### src/rtl/mmio_pkg.sv
package mmio_pkg;
  localparam int unsigned BYTE_W = 8;
  localparam int unsigned HI_W   = 8;
  localparam int unsigned SEL_W  = 3;
  localparam int unsigned N_SEL  = 1 << SEL_W;

  typedef logic [BYTE_W-1:0] byte_t;
  typedef logic [SEL_W-1:0]  sel_t;

  function automatic sel_t hi_to_sel(input logic [HI_W-1:0] hi);
    return hi[HI_W-2 -: SEL_W];
  endfunction
endpackage

### src/rtl/mmio_edge_det.sv
module mmio_edge_det #(
  parameter bit DETECT_FALL = 1'b1,
  parameter bit IDLE_LEVEL  = 1'b0
) (
  input  logic clk,
  input  logic rst,
  input  logic level_in,
  output logic edge_seen
);
  logic level_q;

  always_ff @(posedge clk) begin
    if (rst) level_q <= IDLE_LEVEL;
    else     level_q <= level_in;
  end

  generate
    if (DETECT_FALL) begin : g_fall
      assign edge_seen = level_q & ~level_in;
    end else begin : g_rise
      assign edge_seen = ~level_q & level_in;
    end
  endgenerate
endmodule

### src/rtl/mmio_addr_latch.sv
module mmio_addr_latch
  import mmio_pkg::*;
(
  input  logic  clk,
  input  logic  rst,
  input  logic  capture,
  input  byte_t bus_in,
  output byte_t held
);
  always_ff @(posedge clk) begin
    if (rst)          held <= '0;
    else if (capture) held <= bus_in;
  end
endmodule

### src/rtl/mmio_sel_decode.sv
module mmio_sel_decode
  import mmio_pkg::*;
#(
  parameter int unsigned NUM_OUT = 3,
  parameter int unsigned IN_BASE = 4,
  parameter int unsigned NUM_IN  = 4
) (
  input  logic [HI_W-1:0]    addr_hi,
  output logic [NUM_OUT-1:0] wr_hit,
  output logic [NUM_IN-1:0]  rd_hit,
  output logic               rd_any
);
  logic  enable;
  sel_t  sel;
  logic [N_SEL-1:0] onehot;

  assign enable = addr_hi[HI_W-1];
  assign sel    = hi_to_sel(addr_hi);

  always_comb begin
    onehot = '0;
    if (enable) onehot[sel] = 1'b1;
  end

  generate
    for (genvar k = 0; k < NUM_OUT; k++) begin : g_wr
      assign wr_hit[k] = onehot[k];
    end
    for (genvar j = 0; j < NUM_IN; j++) begin : g_rd
      assign rd_hit[j] = onehot[IN_BASE + j];
    end
  endgenerate

  assign rd_any = enable && (int'(sel) >= IN_BASE) && (int'(sel) < IN_BASE + NUM_IN);
endmodule

### src/rtl/mmio_out_bank.sv
module mmio_out_bank
  import mmio_pkg::*;
#(
  parameter int unsigned NUM_OUT = 3
) (
  input  logic                      clk,
  input  logic                      rst,
  input  logic                      wr_edge,
  input  logic [NUM_OUT-1:0]        wr_hit,
  input  byte_t                     bus_in,
  output logic [NUM_OUT*BYTE_W-1:0] regs_flat
);
  generate
    for (genvar k = 0; k < NUM_OUT; k++) begin : g_reg
      byte_t r_q;
      always_ff @(posedge clk) begin
        if (rst)                    r_q <= '0;
        else if (wr_edge && wr_hit[k]) r_q <= bus_in;
      end
      assign regs_flat[k*BYTE_W +: BYTE_W] = r_q;
    end
  endgenerate
endmodule

### src/rtl/mmio_rd_mux.sv
module mmio_rd_mux
  import mmio_pkg::*;
#(
  parameter int unsigned NUM_IN = 4
) (
  input  logic                     rd_n,
  input  logic [NUM_IN-1:0]        rd_hit,
  input  logic                     rd_any,
  input  logic [NUM_IN*BYTE_W-1:0] in_flat,
  output logic [NUM_IN-1:0]        in_oe,
  output logic                     bus_oe,
  output byte_t                    bus_out
);
  assign in_oe  = rd_n ? '0 : rd_hit;
  assign bus_oe = ~rd_n & rd_any;

  always_comb begin
    bus_out = '0;
    for (int j = 0; j < NUM_IN; j++) begin
      if (in_oe[j]) bus_out = bus_out | in_flat[j*BYTE_W +: BYTE_W];
    end
  end
endmodule

### src/rtl/mmio_bus_decoder.sv
module mmio_bus_decoder
  import mmio_pkg::*;
#(
  parameter int unsigned NUM_OUT = 3,
  parameter int unsigned IN_BASE = 4,
  parameter int unsigned NUM_IN  = 4
) (
  input  logic                      clk,
  input  logic                      rst,
  input  logic                      ale,
  input  logic                      wr_n,
  input  logic                      rd_n,
  input  logic [HI_W-1:0]           addr_hi,
  input  logic [BYTE_W-1:0]         bus_in,
  output logic [BYTE_W-1:0]         bus_out,
  output logic                      bus_oe,
  output logic [BYTE_W-1:0]         addr_lo,
  input  logic [NUM_IN*BYTE_W-1:0]  in_ports,
  output logic [NUM_IN-1:0]         in_oe,
  output logic [NUM_OUT*BYTE_W-1:0] out_ports
);
  logic ale_fall, wr_rise, rd_any;
  logic [NUM_OUT-1:0] wr_hit;
  logic [NUM_IN-1:0]  rd_hit;

  mmio_edge_det #(.DETECT_FALL(1'b1), .IDLE_LEVEL(1'b0)) u_ale_edge (
    .clk(clk), .rst(rst), .level_in(ale), .edge_seen(ale_fall));

  mmio_edge_det #(.DETECT_FALL(1'b0), .IDLE_LEVEL(1'b1)) u_wr_edge (
    .clk(clk), .rst(rst), .level_in(wr_n), .edge_seen(wr_rise));

  mmio_addr_latch u_lo (
    .clk(clk), .rst(rst), .capture(ale_fall), .bus_in(bus_in), .held(addr_lo));

  mmio_sel_decode #(.NUM_OUT(NUM_OUT), .IN_BASE(IN_BASE), .NUM_IN(NUM_IN)) u_dec (
    .addr_hi(addr_hi), .wr_hit(wr_hit), .rd_hit(rd_hit), .rd_any(rd_any));

  mmio_out_bank #(.NUM_OUT(NUM_OUT)) u_bank (
    .clk(clk), .rst(rst), .wr_edge(wr_rise), .wr_hit(wr_hit),
    .bus_in(bus_in), .regs_flat(out_ports));

  mmio_rd_mux #(.NUM_IN(NUM_IN)) u_rd (
    .rd_n(rd_n), .rd_hit(rd_hit), .rd_any(rd_any), .in_flat(in_ports),
    .in_oe(in_oe), .bus_oe(bus_oe), .bus_out(bus_out));
endmodule

### config.mk
export PLATFORM = sky130hd
export DESIGN_NAME = mmio_bus_decoder
export DESIGN_NICKNAME = d
export VERILOG_FILES = /design/src/rtl/mmio_pkg.sv /design/src/rtl/mmio_edge_det.sv /design/src/rtl/mmio_addr_latch.sv /design/src/rtl/mmio_sel_decode.sv /design/src/rtl/mmio_out_bank.sv /design/src/rtl/mmio_rd_mux.sv /design/src/rtl/mmio_bus_decoder.sv
export SDC_FILE = /design/constraint.sdc
export NUM_CORES = 1
export LEC_CHECK = 0
export BUFFER_PORTS_ARGS = -buffer_cell sky130_fd_sc_hd__clkbuf_2
export CORE_UTILIZATION = 39
export DETAILED_ROUTE_END_ITERATION = 6
export HOLD_SLACK_MARGIN = 0.03
export PLACE_DENSITY = 0.76
export SLEW_MARGIN = 10
export SYNTH_ARGS = -nofsm -noshare
export SYNTH_HDL_FRONTEND = slang
export SYNTH_SLANG_ARGS = --single-unit
### constraint.sdc
create_clock -name clk -period 1.84 [get_ports clk]
set_clock_uncertainty 0.2 [all_clocks]
set_input_delay 0.46 -clock clk [delete_from_list [all_inputs] [get_ports clk]]
set_output_delay 0.46 -clock clk [all_outputs]
set_load 0.1 [all_outputs]
# After elaboration in Yosys (flattened, before gate mapping)
# Cells that the tools add are included.
dict set report totals {
  ff_bits 34
  input_bits 53
  output_inout_bits 45
  elab_cells 31
}
dict set report classes {
  magnitude_cmp 3
  muxes 8
  bitwise 9
  reduce_logical 5
}
# cell n
set op_table {}
lappend op_table {{two-way mux 8 bit} 5}
lappend op_table {{OR 8 bit} 3}
lappend op_table {{logical AND 1 bit} 5}
lappend op_table {{less-than comparator 3 x 4 -> 1 bit (second input constant)} 1}
lappend op_table {{two-way mux 4 bit} 1}
lappend op_table {{AND 1 bit} 3}
lappend op_table {{demux 1 bit (select 3 bit)} 1}
lappend op_table {{greater-or-equal comparator 3 x 1 -> 1 bit (second input constant)} 1}
lappend op_table {{greater-or-equal comparator 3 bit (second input constant)} 1}
lappend op_table {{inverter 1 bit} 3}
lappend op_table {{two-way mux 1 bit} 1}

# Longest topological paths before layout
# Gate-level depths: netlist of the first run.
dict set report logic_depth {
  word_depth 13
  depth_mapped 5
}

# By module
# Synthesis of the first run repeated with hierarchy kept, for this count alone.
dict set report unflattened {
  cells_unflattened 164
  hier_area_um2 1666.6
}
# mod n_inst cells_each area_per_inst_um2
set by_module_without_submodules {}
lappend by_module_without_submodules {mmio_out_bank 1 90 987.2}
lappend by_module_without_submodules {mmio_addr_latch 1 26 285.3}
lappend by_module_without_submodules {mmio_rd_mux 1 34 234.0}
lappend by_module_without_submodules {mmio_sel_decode 1 8 92.6}
lappend by_module_without_submodules {{mmio_edge_det at u_ale_edge} 1 3 35.0}
lappend by_module_without_submodules {{mmio_edge_det at u_wr_edge} 1 3 32.5}

# Worst setup path after synthesis of the first run
# No wires, ideal clock.
dict set report synth_path {
  path_type {in2out}
  from {input port addr_hi[4]}
  to {output port bus_out[0]}
  t_arrival_ns 2.768
  required_ns 1.180
  path_slack_ns -1.588
  stages 3
  path_buffers 0
  cell_sequence {or3b_1 -> nor2_2 -> a221o_1}
}
dict set report synth_between {
  elab_chain_len 13
  elab_cells_between_ends 14
  classes_between {order compare (2); mux (8); bitwise (3); reduce/logical (1)}
}
# item line
set synth_rtl {}
lappend synth_rtl {{from (decl)} mmio_bus_decoder.sv:13} ;# input logic [HI_W-1:0] addr_hi,
lappend synth_rtl {{less-than comparator 3 x 4 -> 1 bit (implied by the code) / greater-or-equal comparator 3 x 1 -> 1 bit (equally long branches)} mmio_sel_decode.sv:22} ;# if (enable) onehot[sel] = 1'b1;
lappend synth_rtl {{logical AND 1 bit (implied by the code)} mmio_sel_decode.sv:22}
lappend synth_rtl {{two-way mux 1 bit (implied by the code)} mmio_sel_decode.sv:22}
lappend synth_rtl {{demux 1 bit (select 3 bit) (*)} n/a}
lappend synth_rtl {{two-way mux 8 bit (*)} mmio_sel_decode.sv:22}
lappend synth_rtl {{two-way mux 4 bit (*)} mmio_rd_mux.sv:14} ;# assign in_oe = rd_n ? '0 : rd_hit;
lappend synth_rtl {{named net in_oe[0]} mmio_bus_decoder.sv:19} ;# output logic [NUM_IN-1:0] in_oe,
lappend synth_rtl {{two-way mux 8 bit (*)} mmio_rd_mux.sv:20} ;# if (in_oe[j]) bus_out = bus_out | in_flat[j*BYTE_W +: BYTE_W];
lappend synth_rtl {{OR 8 bit} mmio_rd_mux.sv:20}
lappend synth_rtl {{two-way mux 8 bit (*)} mmio_rd_mux.sv:20}
lappend synth_rtl {{OR 8 bit} mmio_rd_mux.sv:20}
lappend synth_rtl {{two-way mux 8 bit (*)} mmio_rd_mux.sv:20}
lappend synth_rtl {{OR 8 bit} mmio_rd_mux.sv:20}
lappend synth_rtl {{two-way mux 8 bit (*)} mmio_rd_mux.sv:20}
lappend synth_rtl {{to (decl)} mmio_bus_decoder.sv:15} ;# output logic [BYTE_W-1:0] bus_out,
# The timed path passes the listed nets; every way through them passes the cells marked *.

# Worst setup path after layout of the first run
dict set report layout_path {
  from {input port addr_hi[7]}
  to {output port bus_out[1]}
}
dict set report layout_between {
  elab_chain_len 9
}
# item line
set layout_rtl {}
lappend layout_rtl {{two-way mux 8 bit (*)} mmio_sel_decode.sv:22}
lappend layout_rtl {{two-way mux 4 bit (*)} mmio_rd_mux.sv:14}
lappend layout_rtl {{two-way mux 8 bit} mmio_rd_mux.sv:20}
lappend layout_rtl {{OR 8 bit} mmio_rd_mux.sv:20}
lappend layout_rtl {{two-way mux 8 bit} mmio_rd_mux.sv:20}
lappend layout_rtl {{OR 8 bit} mmio_rd_mux.sv:20}
lappend layout_rtl {{two-way mux 8 bit} mmio_rd_mux.sv:20}
lappend layout_rtl {{OR 8 bit} mmio_rd_mux.sv:20}
lappend layout_rtl {{two-way mux 8 bit (*)} mmio_rd_mux.sv:20}
# Every way passes the cells marked *; elsewhere a longest branch is shown, timed or not.

==> results of run 1 <==
==> worst paths after layout <==
check	start	endpoint	slack [ns]	cells past startpoint
setup / recovery	addr_hi[7]	bus_out[1]	-0.42	6
hold / removal	wr_n	u_wr_edge.level_q	0.18	2
setup reg to reg	u_wr_edge.level_q	u_bank.g_reg[2].r_q[2]	0.18	4
hold reg to reg	u_bank.g_reg[1].r_q[3]	u_bank.g_reg[1].r_q[3]	0.28	2
==> cell usage in the layout, fill, tap and decap left out, drive strengths merged <==
| cell type | n |
|---|---|
| nand3b | 10 |
| nand2b | 34 |
| nor2 | 12 |
| mux2i | 32 |
| a21oi | 8 |
| nand3 | 8 |
| or4b | 2 |
| and3b | 1 |
| bufinv | 2 |
| buf | 56 |
| or3b | 1 |
| nand2 | 1 |
| or2 | 1 |
| clkbuf | 64 |
| nor4b | 1 |
| nor2b | 1 |
| a221o | 8 |
| or4 | 1 |
| dfxtp | 34 |
==> cell families after synthesis <==
kind of cell | after synthesis | synth area share [%]
compound gates | 16 | 7.33
buf+inv | 11 | 3.28
flops | 34 | 41.6
mux | 32 | 19.6
simple gates | 73 | 28.3
==> worst max-delay path, stage by stage <==
cell     delay [ns]
buf_6          0.09
or3b_4         0.26
nor2_4         0.04
buf_12         0.14
a221o_4        0.43
buf_12         0.17
==> synth_stat cells (all sizes together), types with 2 or more instances <==
| cell | n |
|---|---|
| dfxtp | 34 |
| nand2b | 34 |
| mux2i | 32 |
| nor2 | 12 |
| nand3b | 10 |
| a21oi | 8 |
| a221o | 8 |
| nand3 | 8 |
| clkbuf | 6 |
| buf | 5 |
| or4b | 2 |
==> repair_timing <==
item,CTS,global route
endpoints found under the hold margin,0,0
pin swaps,7,3
buffers inserted,1,0
endpoints found under the setup margin,13,13
resized for setup,4,3
hold buffers,0,0
==> layer usage <==
layer  global-route usage, %  share of wire [%]  up-vias
li1                        -                  -      801
met1                    23.4                 40      734
met4                    9.57                2.5        0
met2                    37.1                 50       63
met3                    6.34                8.1       10
met5                       0                  0        -
==> through the flow <==
| step | total power (uW) | util, % |
|---|---|---|
| 5_1_grt | 2050 | 70.4 |
| 3_5_place_dp | 1140 | 65.9 |
| 4_1_cts | 1990 | 70.0 |
| 3_3_place_gp | 1130 | 65.9 |
| 6_report | 1980 | 70.4 |
| 2_1_floorplan | 993 | - |
==> power groups by stage <==
stage	logic, uW	clock network, uW	registers, uW
2_1_floorplan	167	0	826
3_3_place_gp	363	0	767
3_5_place_dp	369	0	768
4_1_cts	373	869	751
5_1_grt	394	901	751
6_report	377	853	751
==> layout make-up <==
class,count,share of cell area [%]
multi-input cells,121,36.1
clock buffers,6,2.91
repair buffers,114,32.6
flip-flops and latches,34,24.0
clock inverters,2,2.12
well taps,50,2.21
==> flip-flops by register name (all words and copies together), names as in the netlist <==
register and count:
u_ale_edge.level_q 1, u_wr_edge.level_q 1, u_lo.held 8, u_bank.g.r_q 24
==> impl_metrics.yaml, run 1 <==
critical_path:
  crit_arrival_ns: 1.60
  crit_type: "in -> out"
  crit_fanout: 9
  cp-start-kind: "input port"
  crit_required_ns: 1.18
  cp-end-kind: "output pin"
global_route:
  grt.total_usage_pct: 21.3
  antenna_found_initial: 0
  grt_max_degree: 40
  grt_pass1_vias: 1477
  grt_pass1_wl_um: 6980
  grt_overflow: 0
synth:
  ys_seq_elements: 34
  postSynthCellCount: 166
  syn_area_sq_um: 1640
  synth_top_area_share_pct: 41.6
  synth_top_area_cell: "dfxtp_1"
  ys.flop_type: "dfxtp_1"
  synthTopCellsByArea: "dfxtp_1 (42%), mux2i_1 (20%), nand2b_1 (13%)"
  synth_nets: 219
  synth-edff-count: 0
  synthArstFlopShare_pct: 0
  syn_area_per_cell_sq_um: 9.87
  yosys_warnings: 0
  synth_cell_types: 20
  ys_seq_area_share_pct: 41.6
run_status:
  status: "complete, but fails checks"
  violations: "setup timing"
power:
  pwr-share-clk_pct: 43.1
  p_switching_uw: 503
  swShare_pct: 25.4
  combPwrFrac_pct: 19.0
  power.density_nw_per_um2: 698
  p_int_uw: 1480
  vdd_ir_drop_max_mv: 0.451
  power_leakage_uw: 0.00139
  p_seq_share_pct: 37.9
timing:
  tns_ns: -4.35
  setup_viol: 12
  fmax_mhz: 443
  hold_viol: 0
  worst_pin_slew_ns: 0.579
  relSlewSlack_pct: 61.4
  rsz0062_at_grt: "true"
  post-route-period-util_pct: 123
  whs_ns: 0.179
  final-max-slew-violation-count: 0
  setup_ws_ns: -0.419
  min_period_ns: 2.26
routing:
  wl_um: 4600
  viasPerCell: 4.92
  route.detailed.drc: 0
  wl_per_cell_um: 14.1
  drt_iter0_markers: 53
  vias: 1608
  dr.pass1.iters: 5
  ant_nets: 0
run:
  cap_viol_max_count: 0
floorplan:
  die_height_um: 66.8
  pin_count: 98
  die_w_um: 66.8
  die-area_sq_um: 4460
  core_sq_um: 4030
  rows: 23
  initial_core_util_pct: 40.7
hold_path:
  hp-class: "in -> reg"
clock_network:
  clockBufferDepth: 2
  cts.sinks: 34
  cts_tree: "done"
  cts_root_buffer: "clkbuf_8"
  worstSkewPairLatency_ns: 0.28
  clkTransAtPathRegs_ns: 0.06
  htreeDepth: 2
  numCtsBuffers: 5
layout:
  fin_area_sq_um: 2840
  finalNonFillerCells: 327
  final-seq-area_sq_um: 681
  nets: 329
  multi_input_area_sq_um: 1020
  fillCellCount: 324
  drive_above_1_share_pct: 49.8
  n_antenna_cell: 0
  areaGrowthSynthToFinish_pct: 73.1
place:
  dpl_worst_slack_ns: -0.423
  placed_cell_area_sq_um: 2650
  io_buffers: 93
  hpwl_um: 3510
  dp.cells: 318
  routabilityCongestion: 0.669
No activity file was read; power rests on OpenSTA's default activity.
==> run 2: changes to the inputs <==
--- a/config.mk
+++ b/config.mk
@@ -6,10 +6,10 @@
 export NUM_CORES = 1
 export LEC_CHECK = 0
 export BUFFER_PORTS_ARGS = -buffer_cell sky130_fd_sc_hd__clkbuf_2
-export CORE_UTILIZATION = 39
+export CORE_UTILIZATION = 43
 export DETAILED_ROUTE_END_ITERATION = 6
 export HOLD_SLACK_MARGIN = 0.03
-export PLACE_DENSITY = 0.76
+export PLACE_DENSITY = 0.8
 export SLEW_MARGIN = 10
 export SYNTH_ARGS = -nofsm -noshare
 export SYNTH_HDL_FRONTEND = slang
==> constraint.sdc (replaced) <==
create_clock -name clk -period 2.1 [get_ports clk]
set_clock_uncertainty 0.2 [all_clocks]
set_input_delay 0.525 -clock clk [delete_from_list [all_inputs] [get_ports clk]]
set_output_delay 0.525 -clock clk [all_outputs]
set_load 0.1 [all_outputs]
==> run 2 against run 1 <==
The run still ends with setup timing left. Count of clock-buffer cells in the layout is the same. Via count grew 2.3%. Sequential share of layout area grew 0.92 points. Power shrank 27%. Global-route usage grew 0.48 points. Worst setup slack gained 0.13 ns. Worst hold slack gained 0.086 ns. Clock power shrank 46%. Combinational power shrank 12%. Critical path depth is the same. Critical endpoint is now bus_out[3]. Largest cell class unchanged. Largest power group is now registers.
==> impl_metrics.yaml, run 2 (same netlist as run 1, synthesis figures left out) <==
critical_path:
  cp_common_cell: "buf_12"
  worst-path-buf-inv: 3
  crit_required_ns: 1.37
  crit_arrival_ns: 1.66
  cp-start-kind: "input port"
  worstReg2RegStart: "u_wr_edge.level_q"
  path_cells: "buf_6, or3b_4, nor2_4, buf_12, a221o_4, buf_12"
  cp_slowest_stage_delay_ns: 0.43
  crit_fanout: 9
  path_delay_family: "compound AO/OA/AOI/OAI gates"
  cp_slowest_cell: "a221o_4"
  cp-startpoint: "addr_hi[7]"
  crit_type: "in -> out"
  reg2reg_slack_ns: 0.48
  cp-end-kind: "output pin"
routing:
  ant_nets: 0
  wl_per_cell_um: 13.8
  route.detailed.drc: 0
  vias: 1645
  drt_iter0_markers: 58
  maxUsedRoutingLayer: "met4"
  wl_um: 4450
  viasPerCell: 5.09
  wl_met3_um: 327
  wirelength_met1_um: 1710
  dr.pass1.iters: 4
  dr_wl_met2_um: 2350
floorplan:
  die_height_um: 63.7
  die-area_sq_um: 4060
  die_w_um: 63.7
  core_sq_um: 3660
  initial_core_util_pct: 44.7
  pin_count: 98
  rows: 22
power:
  vdd_ir_drop_max_mv: 0.551
  power_leakage_uw: 0.00135
  power.density_nw_per_um2: 530
  p_total_uw: 1450
clock_network:
  cts_tree: "done"
  cts_root_buffer: "clkbuf_8"
  cts.sinks: 34
  cts_hold_buffers: 0
  clkTransAtPathRegs_ns: 0.06
  numCtsBuffers: 5
  htreeDepth: 2
  clockBufferDepth: 2
  worstSkewPairLatency_ns: 0.28
timing:
  final-max-slew-violation-count: 0
  relSlewSlack_pct: 61.1
  min_period_ns: 2.39
  rsz0062_at_grt: "true"
  post-route-period-util_pct: 114
  tns_ns: -2.84
  setup_ws_ns: -0.289
  worst_pin_slew_ns: 0.584
  fmax_mhz: 419
  hold_viol: 0
  setup_viol: 12
global_route:
  grt_pass1_wl_um: 6810
  grt.total_usage_pct: 21.7
  grt_max_degree: 43
  antenna_found_initial: 0
  grt_pass1_vias: 1579
  grt_overflow: 0
place:
  placed_cell_area_sq_um: 2590
  hpwl_um: 3420
  io_buffers: 93
  routabilityCongestion: 0.766
layout:
  areaGrowthSynthToFinish_pct: 66.7
  fin_area_sq_um: 2730
  final_cell_mix: "clkbuf_2 (78), dfxtp_1 (34), nand2b_1 (33)"
  n_antenna_cell: 0
  top_regs: "u_bank.g.r_q (24), u_lo.held (8)"
  layout_commonest_cell: "clkbuf_2"
  nets: 329
  largest_reg_flops: 24
  final_util_pct: 74.6
  largest-register: "u_bank.g.r_q"
  drive_above_1_share_pct: 49.8
run_status:
  status: "complete, but fails checks"
  violations: "setup timing"
hold_path:
  hp-class: "in -> reg"
  min_from: "wr_n"
run:
  cap_viol_max_count: 0
-- run 2: cell count changes in the layout (fill, tap and decap cells not counted), sizes merged --
cell | before | now
buf | 56 | 36
bufinv | 2 | 0
clkbuf | 64 | 84
-- run 2: final cells by class --
class	count	area [sq um]
Fill cell	290	931
Multi-Input combinational cell	121	1030
Tap cell	48	60.1
Sequential cell	34	681
Timing Repair Buffer	114	875
Clock buffer	6	82.6
-- run 2: per-layer routing --
metal,GRT usage (%),up-vias
li1,-,804
met1,21.7,761
met2,41.8,74
met3,5.43,6
met4,9.09,0
met5,0,-
-- run 2: metrics by stage --
stage,worst slack (ns),cells,hold WS [ns]
2_1_floorplan,-0.721,166,0.432
3_3_place_gp,-0.289,315,0.258
3_5_place_dp,-0.314,315,0.263
4_1_cts,-0.291,322,0.256
5_1_grt,-0.308,323,0.277
6_report,-0.289,323,0.266
-- run 2: path summary, 6_finish.rpt --
path                            depth (start not counted)                endpoint
worst max-delay path                                    6              bus_out[3]
worst min-delay path                                    2       u_wr_edge.level_q
worst max register to register                          4  u_bank.g_reg[2].r_q[5]
worst min register to register                          2  u_bank.g_reg[0].r_q[3]
-- run 2: power breakdown --
| group | total (uW) | leakage [uW] | switching [uW] | internal, uW |
|---|---|---|---|---|
| registers | 659 | 0.000275 | 4.30 | 654 |
| clock network | 458 | 0.0000431 | 206 | 252 |
| logic | 330 | 0.00103 | 196 | 134 |
-- run 2: what timing repair did --
item,CTS,global route
cloned,0,0
setup endpoints to repair,12,12
pin swaps,1,2
gates resized for setup,6,2
setup buffers,1,1
==> run 3: changes to the inputs <==
--- a/config.mk
+++ b/config.mk
@@ -6,10 +6,13 @@
 export NUM_CORES = 1
 export LEC_CHECK = 0
 export BUFFER_PORTS_ARGS = -buffer_cell sky130_fd_sc_hd__clkbuf_2
-export CORE_UTILIZATION = 43
+export CELL_PAD_IN_SITES_DETAIL_PLACEMENT = 0
+export CELL_PAD_IN_SITES_GLOBAL_PLACEMENT = 1
+export CORE_MARGIN = 5
+export CORE_UTILIZATION = 30
 export DETAILED_ROUTE_END_ITERATION = 6
 export HOLD_SLACK_MARGIN = 0.03
-export PLACE_DENSITY = 0.8
+export PLACE_DENSITY = 0.83
 export SLEW_MARGIN = 10
 export SYNTH_ARGS = -nofsm -noshare
 export SYNTH_HDL_FRONTEND = slang
==> run 3 against run 2 <==
The flow still finishes with violations (setup timing). Flip-flop and latch count stayed put. Final area rose by 1.5%. Clock power grew 61%. Count of clock-buffer cells in the layout stayed put. Sequential share of layout area decreased by 0.36 points. Combinational power down 3%. Cell count rose by 7.1%.
==> impl_metrics.yaml, run 3 (same netlist as run 1, synthesis figures left out) <==
run_status:
  status: "complete, but fails checks"
  violations: "setup timing"
floorplan:
  pin_count: 98
  die_height_um: 83.9
  die-area_sq_um: 7040
  rows: 27
  core_sq_um: 5410
  initial_core_util_pct: 30.3
  die_w_um: 83.9
power:
  p_total_uw: 1720
  vdd_ir_drop_max_mv: 0.706
  p_int_uw: 1290
  p_switching_uw: 431
  power_leakage_uw: 0.00135
  pwr-share-clk_pct: 43.0
  p_seq_share_pct: 38.3
  combPwrFrac_pct: 18.7
  power.density_nw_per_um2: 620
  swShare_pct: 25.1
critical_path:
  cp_slowest_cell: "or3b_4"
  crit_fanout: 9
  worstReg2RegStart: "u_wr_edge.level_q"
  cp_slowest_stage_delay_ns: 0.42
  cp-end-kind: "output pin"
  path_cells: "clkbuf_2, or3b_4, nor2_4, buf_12, a221o_4, buf_12"
  crit_type: "in -> out"
  crit_arrival_ns: 1.65
  r2r_cells: 4
  cp-start-kind: "input port"
  reg2reg_slack_ns: 0.50
  regToRegEndpoint: "u_bank.g_reg[2].r_q[1]"
  crit_required_ns: 1.37
  cp_common_cell: "buf_12"
timing:
  final-max-slew-violation-count: 0
  fmax_mhz: 420
  post-route-period-util_pct: 113
  min_period_ns: 2.38
  setup_viol: 12
  tns_ns: -2.59
  whs_ns: 0.246
  relSlewSlack_pct: 58.8
  rsz0062_at_grt: "true"
  setup_ws_ns: -0.279
  worst_pin_slew_ns: 0.618
  hold_viol: 0
place:
  io_buffers: 93
  routabilityCongestion: 0.858
  dpl_worst_slack_ns: -0.315
  hpwl_um: 3780
layout:
  final_cell_mix: "clkbuf_2 (80), nand2b_1 (34), dfxtp_1 (34)"
  top_regs: "u_bank.g.r_q (24), u_lo.held (8)"
  areaGrowthSynthToFinish_pct: 69.1
  largest_reg_flops: 24
  largest-register: "u_bank.g.r_q"
  final_util_pct: 51.2
  n_antenna_cell: 0
  layout_commonest_cell: "clkbuf_2"
  drive_above_1_share_pct: 49.3
  nets: 326
clock_network:
  worstSkewPairLatency_ns: 0.28
  cts_setup_buffers: 0
  cts.sinks: 34
  clkTransAtPathRegs_ns: 0.07
  numCtsBuffers: 5
  clockBufferDepth: 2
  cts_tree: "done"
  htreeDepth: 2
  cts_root_buffer: "clkbuf_8"
  cts_hold_buffers: 0
routing:
  route.detailed.drc: 0
  wl_um: 4820
  vias: 1594
  drt_iter0_markers: 56
  ant_nets: 0
  dr.pass1.iters: 4
  wl_per_cell_um: 13.9
  viasPerCell: 4.61
global_route:
  grtUsageMet3_pct: 4.64
  grt_pass1_vias: 1619
  grt_util_met2_pct: 22.8
  grt_busiest_layer: "met2"
  grt_pass1_wl_um: 8090
  grt_max_degree: 43
  antenna_found_initial: 0
  grt.total_usage_pct: 14.2
  grt_overflow: 0
  grt_util_met1_pct: 17.9
run:
  cap_viol_max_count: 0
hold_path:
  holdPathStages: 2
  hp-class: "in -> reg"
  min_from: "wr_n"
  min_to: "u_wr_edge.level_q"
-- run 3: timing repair --
item,CTS,global route
endpoints found under the setup margin,12,12
gates resized for setup,3,0
pin swaps,9,1
-- run 3: routing by layer --
layer / up-vias / part of all wire [%] / wire length, um
met1: 719 / 45 / 2170
met3: 2 / 7.3 / 351
li1: 796 / - / -
met4: 0 / 0.83 / 40
met5: - / 0 / 0
met2: 77 / 47 / 2250
-- run 3: critical path, delay by kind of cell --
kind | cells | cell delay (ns)
buffers and inverters | 3 | 0.41
AOI/OAI and AO/OA | 1 | 0.18
and+or+nand+nor | 2 | 0.53
-- run 3: through the flow --
step / instance area, sq um / std cells
final: 2770 / 346
after global routing: 2770 / 346
after CTS: 2770 / 346
after detailed placement: 2620 / 338
after global placement: 2620 / 338
after floorplan: 1760 / 166
-- run 3: power by group through the flow --
stage	Clock (uW)	Sequential, uW	Combinational (uW)
after CTS	758	658	324
after detailed placement	0	672	322
after global placement	0	672	317
after floorplan	0	724	144
after global routing	794	658	340
final	739	658	321
-- run 3: how the worst max path moves through the flow --
stage / end / cells after the start / slack, ns / from
3_5_place_dp: bus_out[0] / 6 / -0.31 / addr_hi[4]
5_1_grt: bus_out[0] / 6 / -0.30 / rd_n
4_1_cts: bus_out[0] / 6 / -0.29 / addr_hi[4]
2_1_floorplan: bus_out[0] / 3 / -0.72 / addr_hi[4]
6_report: bus_out[0] / 6 / -0.28 / addr_hi[4]
3_3_place_gp: bus_out[1] / 6 / -0.29 / addr_hi[7]
-- run 3: final cells by class --
class / count / area (sq um)
multi-input cells: 121 / 1020
fillers: 520 / 2640
flip-flops and latches: 34 / 681
repair buffers: 111 / 832
clock inverters: 2 / 60.1
well taps: 72 / 90.1
clock buffers: 6 / 82.6
